[src/rtl/can_fp_pkg.sv]
package can_fp_pkg;

    localparam int BASE_ID_W   = 11;
    localparam int EXT_ID_W    = 18;
    localparam int FULL_ID_W   = BASE_ID_W + EXT_ID_W;
    localparam int DLC_W       = 4;
    localparam int BYTE_W      = 8;
    localparam int MAX_BYTES   = 8;
    localparam int BYTE_IDX_W  = $clog2(MAX_BYTES);
    localparam int CRC_W       = 15;
    localparam logic [CRC_W-1:0] CRC_POLY = 15'h4599;
    localparam int EOF_LEN     = 7;

    // Field positions that the decode depends on
    localparam int POS_BIT12   = 12;
    localparam int POS_IDE     = 13;
    localparam int POS_RSV0_S  = 14;
    localparam int STD_DLC_END = 18;
    localparam int EXT_ID_END  = 31;
    localparam int POS_RTR_X   = 32;
    localparam int POS_RSV1_X  = 33;
    localparam int POS_RSV0_X  = 34;
    localparam int EXT_DLC_END = 38;

    // Offsets of trailing fields from the first CRC bit
    localparam int OFF_CRC_END = CRC_W - 1;
    localparam int OFF_CDEL    = CRC_W;
    localparam int OFF_ACK     = CRC_W + 1;
    localparam int OFF_ADEL    = CRC_W + 2;
    localparam int OFF_EOF_END = CRC_W + 2 + EOF_LEN;

    typedef enum logic [2:0] {
        FLD_HEADER,
        FLD_DATA,
        FLD_CRC,
        FLD_CDEL,
        FLD_ACK,
        FLD_ADEL,
        FLD_EOF,
        FLD_IDLE
    } fld_e;

    typedef struct packed {
        logic                 ide;
        logic                 rtr;
        logic                 rsv0;
        logic                 rsv1;
        logic                 bit12;
        logic [DLC_W-1:0]     dlc;
        logic [BASE_ID_W-1:0] base_id;
        logic [EXT_ID_W-1:0]  ext_id;
    } hdr_t;

    function automatic logic [CRC_W-1:0] crc15_step(input logic [CRC_W-1:0] c,
                                                     input logic b);
        logic fb;
        fb = b ^ c[CRC_W-1];
        return {c[CRC_W-2:0], 1'b0} ^ (fb ? CRC_POLY : '0);
    endfunction

    function automatic logic [DLC_W:0] payload_bytes(input logic [DLC_W-1:0] code,
                                                      input logic remote);
        if (remote)                           return '0;
        if (int'(code) > MAX_BYTES)           return (DLC_W+1)'(MAX_BYTES);
        return {1'b0, code};
    endfunction

endpackage

[src/rtl/can_crc15.sv]
module can_crc15
    import can_fp_pkg::*;
(
    input  logic             clk,
    input  logic             rst,
    input  logic             restart,
    input  logic             feed,
    input  logic             din,
    output logic [CRC_W-1:0] crc
);
    always_ff @(posedge clk) begin
        if (rst) begin
            crc <= '0;
        end else if (feed) begin
            crc <= crc15_step(restart ? '0 : crc, din);
        end
    end
endmodule

[src/rtl/can_bit_shift.sv]
module can_bit_shift #(
    parameter int W = 7
) (
    input  logic         clk,
    input  logic         rst,
    input  logic         en,
    input  logic         din,
    output logic [W-1:0] q
);
    always_ff @(posedge clk) begin
        if (rst)     q <= '0;
        else if (en) q <= {q[W-2:0], din};
    end
endmodule

[src/rtl/can_field_parser.sv]
module can_field_parser
    import can_fp_pkg::*;
#(
    parameter int IDX_W = 7
) (
    input  logic                  clk,
    input  logic                  rst,
    input  logic                  bit_valid,
    input  logic                  bit_val,
    input  logic [IDX_W-1:0]      bit_idx,
    output logic                  sof_err,
    output logic                  hdr_valid,
    output logic                  ide,
    output logic                  rtr,
    output logic                  rsv0,
    output logic                  rsv1,
    output logic [DLC_W-1:0]      dlc,
    output logic [BASE_ID_W-1:0]  base_id,
    output logic [EXT_ID_W-1:0]   ext_id,
    output logic [FULL_ID_W-1:0]  full_id,
    output logic                  data_valid,
    output logic [BYTE_IDX_W-1:0] data_index,
    output logic [BYTE_W-1:0]     data_byte,
    output logic                  crc_valid,
    output logic [CRC_W-1:0]      crc_rx,
    output logic                  crc_err,
    output logic                  ack_valid,
    output logic                  ack_ok,
    output logic                  delim_err,
    output logic                  frame_done
);
    localparam int PRE_W = BYTE_W - 1;
    localparam int CRS_W = CRC_W - 1;

    hdr_t             hdr;
    logic             hdr_done;
    logic [IDX_W-1:0] last_data;
    logic [IDX_W-1:0] crc_start;
    logic [IDX_W-1:0] dlc_end;
    logic [IDX_W-1:0] rel;
    logic [IDX_W-1:0] data_rel;
    fld_e             fld;
    logic [BYTE_IDX_W-1:0] byte_cnt;
    logic [DLC_W:0]   nbytes;
    logic [DLC_W-1:0] dlc_full;

    logic [CRC_W-1:0] crc_calc;
    logic [PRE_W-1:0] data_pre;
    logic [CRS_W-1:0] crc_pre;
    logic             start_bit;

    assign start_bit = bit_valid && (bit_idx == '0);
    assign dlc_end   = hdr.ide ? IDX_W'(EXT_DLC_END) : IDX_W'(STD_DLC_END);
    assign crc_start = last_data + 1'b1;
    assign rel       = bit_idx - crc_start;
    assign data_rel  = bit_idx - dlc_end;
    assign dlc_full  = {hdr.dlc[DLC_W-2:0], bit_val};
    assign nbytes    = payload_bytes(dlc_full, hdr.rtr);

    // Field the incoming bit belongs to
    always_comb begin
        if (!hdr_done || bit_idx == '0)               fld = FLD_HEADER;
        else if (bit_idx <= last_data)                fld = FLD_DATA;
        else if (int'(rel) <= OFF_CRC_END)            fld = FLD_CRC;
        else if (int'(rel) == OFF_CDEL)               fld = FLD_CDEL;
        else if (int'(rel) == OFF_ACK)                fld = FLD_ACK;
        else if (int'(rel) == OFF_ADEL)               fld = FLD_ADEL;
        else if (int'(rel) <= OFF_EOF_END)            fld = FLD_EOF;
        else                                          fld = FLD_IDLE;
    end

    can_crc15 u_crc (
        .clk     (clk),
        .rst     (rst),
        .restart (start_bit),
        .feed    (bit_valid && (fld == FLD_HEADER || fld == FLD_DATA)),
        .din     (bit_val),
        .crc     (crc_calc)
    );

    can_bit_shift #(.W(PRE_W)) u_data_sh (
        .clk (clk),
        .rst (rst),
        .en  (bit_valid && fld == FLD_DATA),
        .din (bit_val),
        .q   (data_pre)
    );

    can_bit_shift #(.W(CRS_W)) u_crc_sh (
        .clk (clk),
        .rst (rst),
        .en  (bit_valid && fld == FLD_CRC),
        .din (bit_val),
        .q   (crc_pre)
    );

    always_ff @(posedge clk) begin
        if (rst) begin
            hdr        <= '0;
            hdr_done   <= 1'b0;
            last_data  <= '0;
            byte_cnt   <= '0;
            sof_err    <= 1'b0;
            hdr_valid  <= 1'b0;
            data_valid <= 1'b0;
            data_index <= '0;
            data_byte  <= '0;
            crc_valid  <= 1'b0;
            crc_rx     <= '0;
            crc_err    <= 1'b0;
            ack_valid  <= 1'b0;
            ack_ok     <= 1'b0;
            delim_err  <= 1'b0;
            frame_done <= 1'b0;
        end else begin
            sof_err    <= 1'b0;
            hdr_valid  <= 1'b0;
            data_valid <= 1'b0;
            crc_valid  <= 1'b0;
            crc_err    <= 1'b0;
            ack_valid  <= 1'b0;
            delim_err  <= 1'b0;
            frame_done <= 1'b0;
            if (bit_valid) begin
                unique case (fld)
                    FLD_HEADER: begin
                        if (bit_idx == '0) begin
                            hdr      <= '0;
                            hdr_done <= 1'b0;
                            byte_cnt <= '0;
                            sof_err  <= bit_val;
                        end else if (int'(bit_idx) < POS_BIT12) begin
                            hdr.base_id <= {hdr.base_id[BASE_ID_W-2:0], bit_val};
                        end else if (int'(bit_idx) == POS_BIT12) begin
                            hdr.bit12 <= bit_val;
                        end else if (int'(bit_idx) == POS_IDE) begin
                            hdr.ide <= bit_val;
                            if (!bit_val) hdr.rtr <= hdr.bit12;
                        end else if (!hdr.ide) begin
                            if (int'(bit_idx) == POS_RSV0_S) hdr.rsv0 <= bit_val;
                            else                             hdr.dlc  <= dlc_full;
                        end else begin
                            if (int'(bit_idx) <= EXT_ID_END)
                                hdr.ext_id <= {hdr.ext_id[EXT_ID_W-2:0], bit_val};
                            else if (int'(bit_idx) == POS_RTR_X)  hdr.rtr  <= bit_val;
                            else if (int'(bit_idx) == POS_RSV1_X) hdr.rsv1 <= bit_val;
                            else if (int'(bit_idx) == POS_RSV0_X) hdr.rsv0 <= bit_val;
                            else                                  hdr.dlc  <= dlc_full;
                        end
                        if (bit_idx == dlc_end) begin
                            hdr_done  <= 1'b1;
                            hdr_valid <= 1'b1;
                            last_data <= dlc_end + IDX_W'({nbytes, 3'b000});
                        end
                    end
                    FLD_DATA: begin
                        if (data_rel[2:0] == 3'd0) begin
                            data_valid <= 1'b1;
                            data_byte  <= {data_pre, bit_val};
                            data_index <= byte_cnt;
                            byte_cnt   <= byte_cnt + 1'b1;
                        end
                    end
                    FLD_CRC: begin
                        if (int'(rel) == OFF_CRC_END) begin
                            crc_valid <= 1'b1;
                            crc_rx    <= {crc_pre, bit_val};
                            crc_err   <= ({crc_pre, bit_val} != crc_calc);
                        end
                    end
                    FLD_CDEL, FLD_ADEL: delim_err <= ~bit_val;
                    FLD_ACK: begin
                        ack_valid <= 1'b1;
                        ack_ok    <= ~bit_val;
                    end
                    FLD_EOF: frame_done <= (int'(rel) == OFF_EOF_END);
                    default: ;
                endcase
            end
        end
    end

    assign ide     = hdr.ide;
    assign rtr     = hdr.rtr;
    assign rsv0    = hdr.rsv0;
    assign rsv1    = hdr.rsv1;
    assign dlc     = hdr.dlc;
    assign base_id = hdr.base_id;
    assign ext_id  = hdr.ext_id;
    assign full_id = {hdr.base_id, hdr.ext_id};

    AST_STROBES_EXCLUSIVE: assert property (@(posedge clk) disable iff (rst)
        $onehot0({hdr_valid, data_valid, crc_valid, ack_valid, frame_done}));
    AST_SOF_ERR_SOURCE: assert property (@(posedge clk) disable iff (rst)
        sof_err |-> $past(bit_valid && bit_idx == '0 && bit_val));
    AST_DATA_AFTER_HDR: assert property (@(posedge clk) disable iff (rst)
        data_valid |-> (hdr_done && !hdr.rtr));
    AST_BYTE_LIMIT: assert property (@(posedge clk) disable iff (rst)
        hdr_valid |-> (int'(last_data - dlc_end) <= MAX_BYTES * BYTE_W));
    AST_ACK_MATCHES_BIT: assert property (@(posedge clk) disable iff (rst)
        ack_valid |-> (ack_ok == !$past(bit_val)));
    AST_CRC_ERR_WITH_FIELD: assert property (@(posedge clk) disable iff (rst)
        crc_err |-> crc_valid);
endmodule

[config.mk]
export PLATFORM = sky130hd
export DESIGN_NAME = can_field_parser
export DESIGN_NICKNAME = d
export VERILOG_FILES = /design/src/rtl/can_fp_pkg.sv /design/src/rtl/can_crc15.sv /design/src/rtl/can_bit_shift.sv /design/src/rtl/can_field_parser.sv
export SDC_FILE = /design/constraint.sdc
export NUM_CORES = 1
export LEC_CHECK = 0
export BUFFER_PORTS_ARGS = -buffer_cell sky130_fd_sc_hd__buf_2
export CAP_MARGIN = 20
export CORE_ASPECT_RATIO = 0.9
export CORE_UTILIZATION = 50
export DETAILED_ROUTE_END_ITERATION = 6
export PLACE_DENSITY = 0.84
export SYNTH_ARGS = -nofsm -noshare
export SYNTH_HDL_FRONTEND = slang
export SYNTH_HIERARCHICAL = 1
export SYNTH_SLANG_ARGS = --single-unit
[constraint.sdc]
create_clock -name clk -period 3.8 [get_ports clk]
set_clock_uncertainty 0.2 [all_clocks]
set_input_delay 0.19 -clock clk [delete_from_list [all_inputs] [get_ports clk]]
set_output_delay 0.19 -clock clk [all_outputs]
set_load 0.01 [all_outputs]
==> results.ini, run 1 <==
[clocking]
post_cts_buffers=0
post_cts_resized=0
numCtsBuffers=17
cts_root_buffer=clkbuf_16
holdBufCountCts=2
clkSinkCount=119
cts_tree=yes
path_clk_slew_ns=0.05
cts.path.max_buffers=2
htreeDepth=4
clk_latency_ns=0.41

[layout]
antenna-diode-count=0
area_delta_synth_final_pct=12.0
drive_gt1_share_pct=21.3
layout_commonest_cell=dfxtp_1
final_nets=781
instances_no_fill=926
layout_common_cells=dfxtp_1 (119), buf_2 (110), nor2_1 (80), a21oi_1 (61), mux2i_1 (58)

[flow_run]
drv_cap=0

[synthesis]
syn_avg_cell_area_um2=8.57
netlist.area_leader.share_pct=38.7
synth-main-ff-cell=dfxtp_1
synth_edf_count=0
syn_inst=718
synth_area_mm2=0.00615
synth_top_area_cell=dfxtp_1
ys_types=57
ys_ff_latch=119
async_reset_ff_share_pct=0
yosysWarnings=6
syn-num-nets=744
seq_area_frac_synth_pct=38.7
synthTopCellsByArea=dfxtp_1 (39%), mux2i_1 (9.4%), buf_4 (7.7%)

[setup_path]
rr_worst_depth=11
path_class=in -> reg
critPathMaxFanout=16
critical_path_required_ns=3.86
r2r-end=u_crc_sh/q[5]
start_kind=input port
arrival_ns=3.55
crit_path_end_kind=flip-flop
regToRegStartpoint=last_data[4]
r2r_setup_slack_ns=0.58

[timing]
worst_slew_pin_slew_ns=0.903
rsz0062_at_grt=false
maxSlewViolCount=0
max_freq_mhz=286
fin_crit_sh_pct=92.0
max_slew_margin_pct=39.3
period_needed_ns=3.50
fin_setup_tns_ns=0
hold_viol=0
setup_violations=0

[pwr]
power.leakage_nw=2.89
irDropWorstVdd_mv=0.326
total_power_mw=3.00
p_per_area_mw_per_mm2=435

[place]
io_buffers=111
gp_congestion=0.924
hpwl_um=9340
place_inst=894

[routing]
post-route-drc-count=0
viasPerCell=5.49
num_vias=5085
avgRoutedWirePerCell_um=14.8
firstDrtPassIters=5
ant_nets=0
drt_iter0_markers=392
finalWirelength_um=13700

[die]
die-height_um=107
ios=112
fp-row-count=38
die_area_mm2=0.0128
die_w_um=119
core_mm2=0.0120
initial_core_util_pct=51.1

[worst_hold_path]
whs_endpoint=hdr[33]
hold_start=bit_valid
min_path_cells=4
hp-class=in -> reg

[global_routing]
antenna_found_initial=0
grt_max_degree=80
grt.busiest_layer=met2
use_met3_pct=5.37
gr-total-overflow=0
grt_pass1_vias=4607
met1_usage_pct=28.7
grt_pass1_wl_um=22600
grt_util_all_layers_pct=22.2
grtUsageMet2_pct=35.8

[outcome]
status=complete, no violations

-- how the worst max path moves through the flow --
stage	startpoint	slack, ns	endpoint
floorplan	bit_idx[0]	0.84	crc_rx[0]
global placement	bit_idx[1]	0.62	u_crc_sh/q[12]
detailed placement	bit_idx[1]	0.51	u_crc_sh/q[5]
CTS	bit_idx[1]	0.35	u_crc_sh/q[5]
global route	bit_idx[1]	0.09	u_crc_sh/q[5]
finish	bit_idx[0]	0.30	u_crc_sh/q[5]
-- report_power, final --
group | leakage [nW] | internal [mW] | switching, mW
combinational | 1.64 | 0.0710 | 0.122
sequential | 0.960 | 1.26 | 0.0116
clock | 0.284 | 1.00 | 0.530
total | 2.89 | 2.33 | 0.664
-- final cells by class --
type	count	area, um2
Clock inverter	9	101
Multi-Input combinational cell	481	3040
Inverter	15	56.3
Sequential cell	119	2380
Fill cell	1086	5140
Clock buffer	21	470
Timing Repair Buffer	121	638
Tap cell	160	200
-- per-layer routing --
layer / share of wire [%] / routed length (um)
met2: 47 / 6390
met5: 0 / 0
met4: 1.5 / 212
met3: 5.6 / 765
met1: 46 / 6320
-- sequential cells by signal, summed over array words and instances (netlist names), 3 cells and up --
signal	flops
ext_id	18
crc_rx	15
u_crc/crc	15
u_crc_sh/q	14
base_id	11
data_byte	8
u_data_sh/q	7
last_data	6
dlc	4
byte_cnt	3
data_index	3
-- through the flow --
step	utilization (%)	worst slack (ns)	hold WS, ns	area, um2
after global routing	57.2	0.0921	0.0867	6890
after CTS	57.2	0.349	0.0415	6890
after floorplan	-	0.844	0.0621	6150
after global placement	52.3	0.623	0.248	6290
after detailed placement	52.3	0.514	0.254	6290
final	57.2	0.302	0.0642	6890
-- kinds of logic (layout without fill, tap and decap cells) --
family	Yosys count	count (layout)	share of synthesized area (%)
muxes	59	59	9.62
and+or+nand+nor	269	269	21.9
DFF	119	119	38.7
AOI/OAI and AO/OA	116	116	11.3
xor gates and xnor gates	22	22	3.25
buffers and inverters	118	166	11.9
adders and majority gates	15	15	3.30
-- cells in the mapped netlist (2+ instances only) --
| cell type | number |
|---|---|
| dfxtp_1 | 119 |
| nor2_1 | 80 |
| buf_4 | 63 |
| a21oi_1 | 61 |
| mux2i_1 | 58 |
| nand2_1 | 55 |
| nand3_1 | 54 |
| clkbuf_1 | 25 |
| nand2b_1 | 21 |
| o21ai_0 | 19 |
| inv_1 | 15 |
| ha_1 | 13 |
| xnor2_1 | 12 |
| buf_2 | 10 |
| xor2_1 | 9 |
| nor3b_1 | 8 |
| nor3_1 | 7 |
| or3_1 | 7 |
| nand4_1 | 6 |
| o21a_1 | 6 |
| nor2b_1 | 5 |
| a211oi_1 | 4 |
| a21o_1 | 4 |
| nor4_1 | 4 |
| or4_1 | 4 |
| a31oi_1 | 3 |
| and2_1 | 3 |
| buf_6 | 3 |
| o211ai_1 | 3 |
| or2_2 | 3 |
| a311oi_1 | 2 |
| a41oi_1 | 2 |
| fa_1 | 2 |
| nand4b_1 | 2 |
| nor4_4 | 2 |
| o2111a_1 | 2 |
| o22ai_1 | 2 |
-- worst max-delay path, cell delays in order --
cell           delay, ns
dlygate4sd3_1       0.52
buf_2               0.27
inv_1               0.16
fa_1                0.48
nand2b_1            0.20
a21o_1              0.22
mux2i_1             0.19
o211ai_1            0.19
or3_1               0.38
nor2_1              0.14
buf_4               0.27
mux2i_1             0.26
nor2_1              0.07
Note: power is estimated with default switching activity, not from simulation.
==> run 2, diff against run 1 <==
--- a/config.mk
+++ b/config.mk
@@ -10,7 +10,7 @@
 export CORE_ASPECT_RATIO = 0.9
 export CORE_UTILIZATION = 50
 export DETAILED_ROUTE_END_ITERATION = 6
-export PLACE_DENSITY = 0.84
+export PLACE_DENSITY = 0.87
 export SYNTH_ARGS = -nofsm -noshare
 export SYNTH_HDL_FRONTEND = slang
 export SYNTH_HIERARCHICAL = 1
==> constraint.sdc (replaced) <==
create_clock -name clk -period 2.87 [get_ports clk]
set_clock_uncertainty 0.2 [all_clocks]
set_input_delay 0.1435 -clock clk [delete_from_list [all_inputs] [get_ports clk]]
set_output_delay 0.1435 -clock clk [all_outputs]
set_load 0.01 [all_outputs]
==> results.ini, run 2 (synthesis gave the netlist of run 1 again) <==
[layout]
largest_register_ffs=18  ; unchanged
fillers=937  ; -14%
regMostFlops=ext_id
layout_commonest_cell=dfxtp_1
area_delta_synth_final_pct=21.4
instances_no_fill=962  ; +3.9%
final_nets=815  ; +4.4%
multi_input_area_mm2=0.00322  ; +5.8%
layout_common_cells=dfxtp_1 (117), buf_2 (110), nor2_1 (77), a21oi_1 (61), mux2i_1 (57)
drive_gt1_share_pct=27.9  ; +6.7 points
regArea_mm2=0.00239  ; +0.21%
antenna-diode-count=0  ; unchanged
top_regs=ext_id x18, crc_rx x15, u_crc/crc x15

[setup_path]
critPathMaxFanout=7  ; -9
crit_path_end_kind=flip-flop
slowest_delay_ns=0.41  ; -0.11 ns
path_class=reg -> reg
arrival_ns=3.02  ; -0.53 ns
crit_chain=inv_2 > ha_4 > nor2_2 > or3_4 > and2_4 > or3_4 > a311o_1 > nor2_4 > clkbuf_16 > mux2i_1 > nor2_1
crit_buf_inv=2  ; -2
critPathTopFamily=simple AND/OR/NAND/NOR gates
critical_path_required_ns=2.95  ; -0.91 ns
r2r_setup_slack_ns=-0.07  ; -0.65 ns
crit_path_frequent_cell=or3_4
start_kind=flip-flop
critPathSlowestCell=a311o_1

[routing]
viasPerCell=5.59  ; +1.8%
firstDrtPassIters=5  ; unchanged
finalWirelength_um=15200  ; +11%
ant_nets=0  ; unchanged
num_vias=5376  ; +5.7%
drt_iter0_markers=439  ; +12%
post-route-drc-count=0  ; unchanged
avgRoutedWirePerCell_um=15.8  ; +6.9%

[timing]
max_freq_mhz=340
max_slew_margin_pct=59.7  ; +20 points
setup_violations=18  ; +18
fin_crit_sh_pct=103
fin_setup_tns_ns=-0.618  ; -0.618 ns
worst_slew_pin_slew_ns=0.605  ; -0.298 ns
fin_ws_ns=-0.0734  ; -0.376 ns
hold_viol=0  ; unchanged
rsz0062_at_grt=true
maxSlewViolCount=0  ; unchanged
period_needed_ns=2.94

[clocking]
htreeDepth=4  ; unchanged
cts_root_buffer=clkbuf_16
cts.path.max_buffers=2  ; unchanged
path_clk_slew_ns=0.06  ; about the same
clk_latency_ns=0.41  ; about the same
clkSinkCount=119  ; unchanged
numCtsBuffers=17  ; unchanged
cts_tree=yes

[place]
io_buffers=111  ; unchanged
gp_congestion=0.891  ; -3.6%
place_inst=925  ; +3.5%
hpwl_um=9770  ; +4.6%

[die]
die-height_um=107  ; unchanged
initial_core_util_pct=51.1  ; unchanged
die_area_mm2=0.0128  ; unchanged
core_mm2=0.0120  ; unchanged
die_w_um=119  ; unchanged
ios=112  ; unchanged
fp-row-count=38  ; unchanged

[flow_run]
drv_cap=0  ; unchanged

[pwr]
power.leakage_nw=3.12  ; +8.2%
irDropWorstVdd_mv=0.448  ; +37%
p_per_area_mw_per_mm2=570  ; +31%

[outcome]
violations=negative setup slack
status=complete, but fails checks

[global_routing]
grt_util_all_layers_pct=23.9  ; +1.6 points
gr-total-overflow=0  ; unchanged
grt_pass1_wl_um=24300  ; +7.1%
grt_max_degree=62  ; -23%
antenna_found_initial=0  ; unchanged
grt_pass1_vias=4925  ; +6.9%

[worst_hold_path]
hp-class=in -> reg

==> run 2: cell count changes in the layout (fill, tap and decap cells not counted), sizes merged <==
cell	previous run	this run
inv	15	16
clkinv	6	4
buf	119	152
dlygate4sd3	2	1
bufinv	2	3
clkinvlp	1	3
clkbuf	21	23
==> run 2: final cells by class <==
class,instances,share of cell area [%]
Timing Repair Buffer,155,13.1
Tap cell,160,2.68
Sequential cell,119,32.0
Multi-Input combinational cell,481,43.1
Inverter,15,0.788
Clock inverter,11,1.94
Clock buffer,21,6.43
==> run 2: path summary, 6_finish.rpt <==
check,startpoint,cells past startpoint,end
worst max-delay path,last_data[2],11,u_crc_sh/q[9]
worst min-delay path,rst,2,crc_rx[6]
worst max register to register,last_data[2],11,u_crc_sh/q[9]
worst min register to register,ext_id[17],2,ext_id[17]
==> run 2: report_power, final <==
group | switching (mW) | total (mW) | internal, mW
clock network | 0.775 | 2.23 | 1.46
logic | 0.195 | 0.339 | 0.144
registers | 0.0178 | 1.68 | 1.67
total | 0.988 | 4.26 | 3.27
==> run 2: worst register-to-register path: stages, from the launching register on <==
cell and delay (ns):
dfxtp_2 0.33, inv_2 0.04, ha_4 0.27, nor2_2 0.05, or3_4 0.39, and2_4 0.15
or3_4 0.33, a311o_1 0.41, nor2_4 0.19, clkbuf_16 0.19, mux2i_1 0.21, nor2_1 0.05
==> run 2: timing repair <==
action	4_1_cts	5_1_grt
hold endpoints to repair	1	0
buffers inserted	0	2
hold buffers	1	0
cloned	1	1
pin swaps	2	8
setup endpoints to repair	16	32
resized for setup	16	13
==> run 2: metal layers <==
metal / GRT usage (%) / share of wire (%) / vias to the layer above
met2: 39.8 / 49 / 229
met3: 6.06 / 6.0 / 26
met5: 0 / 0 / -
met4: 8.68 / 1.8 / 0
li1: - / - / 2554
met1: 29.8 / 43 / 2567
==> run 2: per-stage QoR <==
step	hold WS [ns]	total power [mW]	setup slack, ns	cell area (um2)	utilization (%)
CTS	0.00897	4.25	-0.0384	7350	61.1
detailed placement	0.254	2.01	-0.119	6620	55.1
global route	0.0269	4.39	-0.176	7470	62.1
global placement	0.247	2.01	-0.0624	6620	55.1
floorplan	0.0156	1.92	0.00782	6210	-
finish	0.0171	4.26	-0.0734	7470	62.1
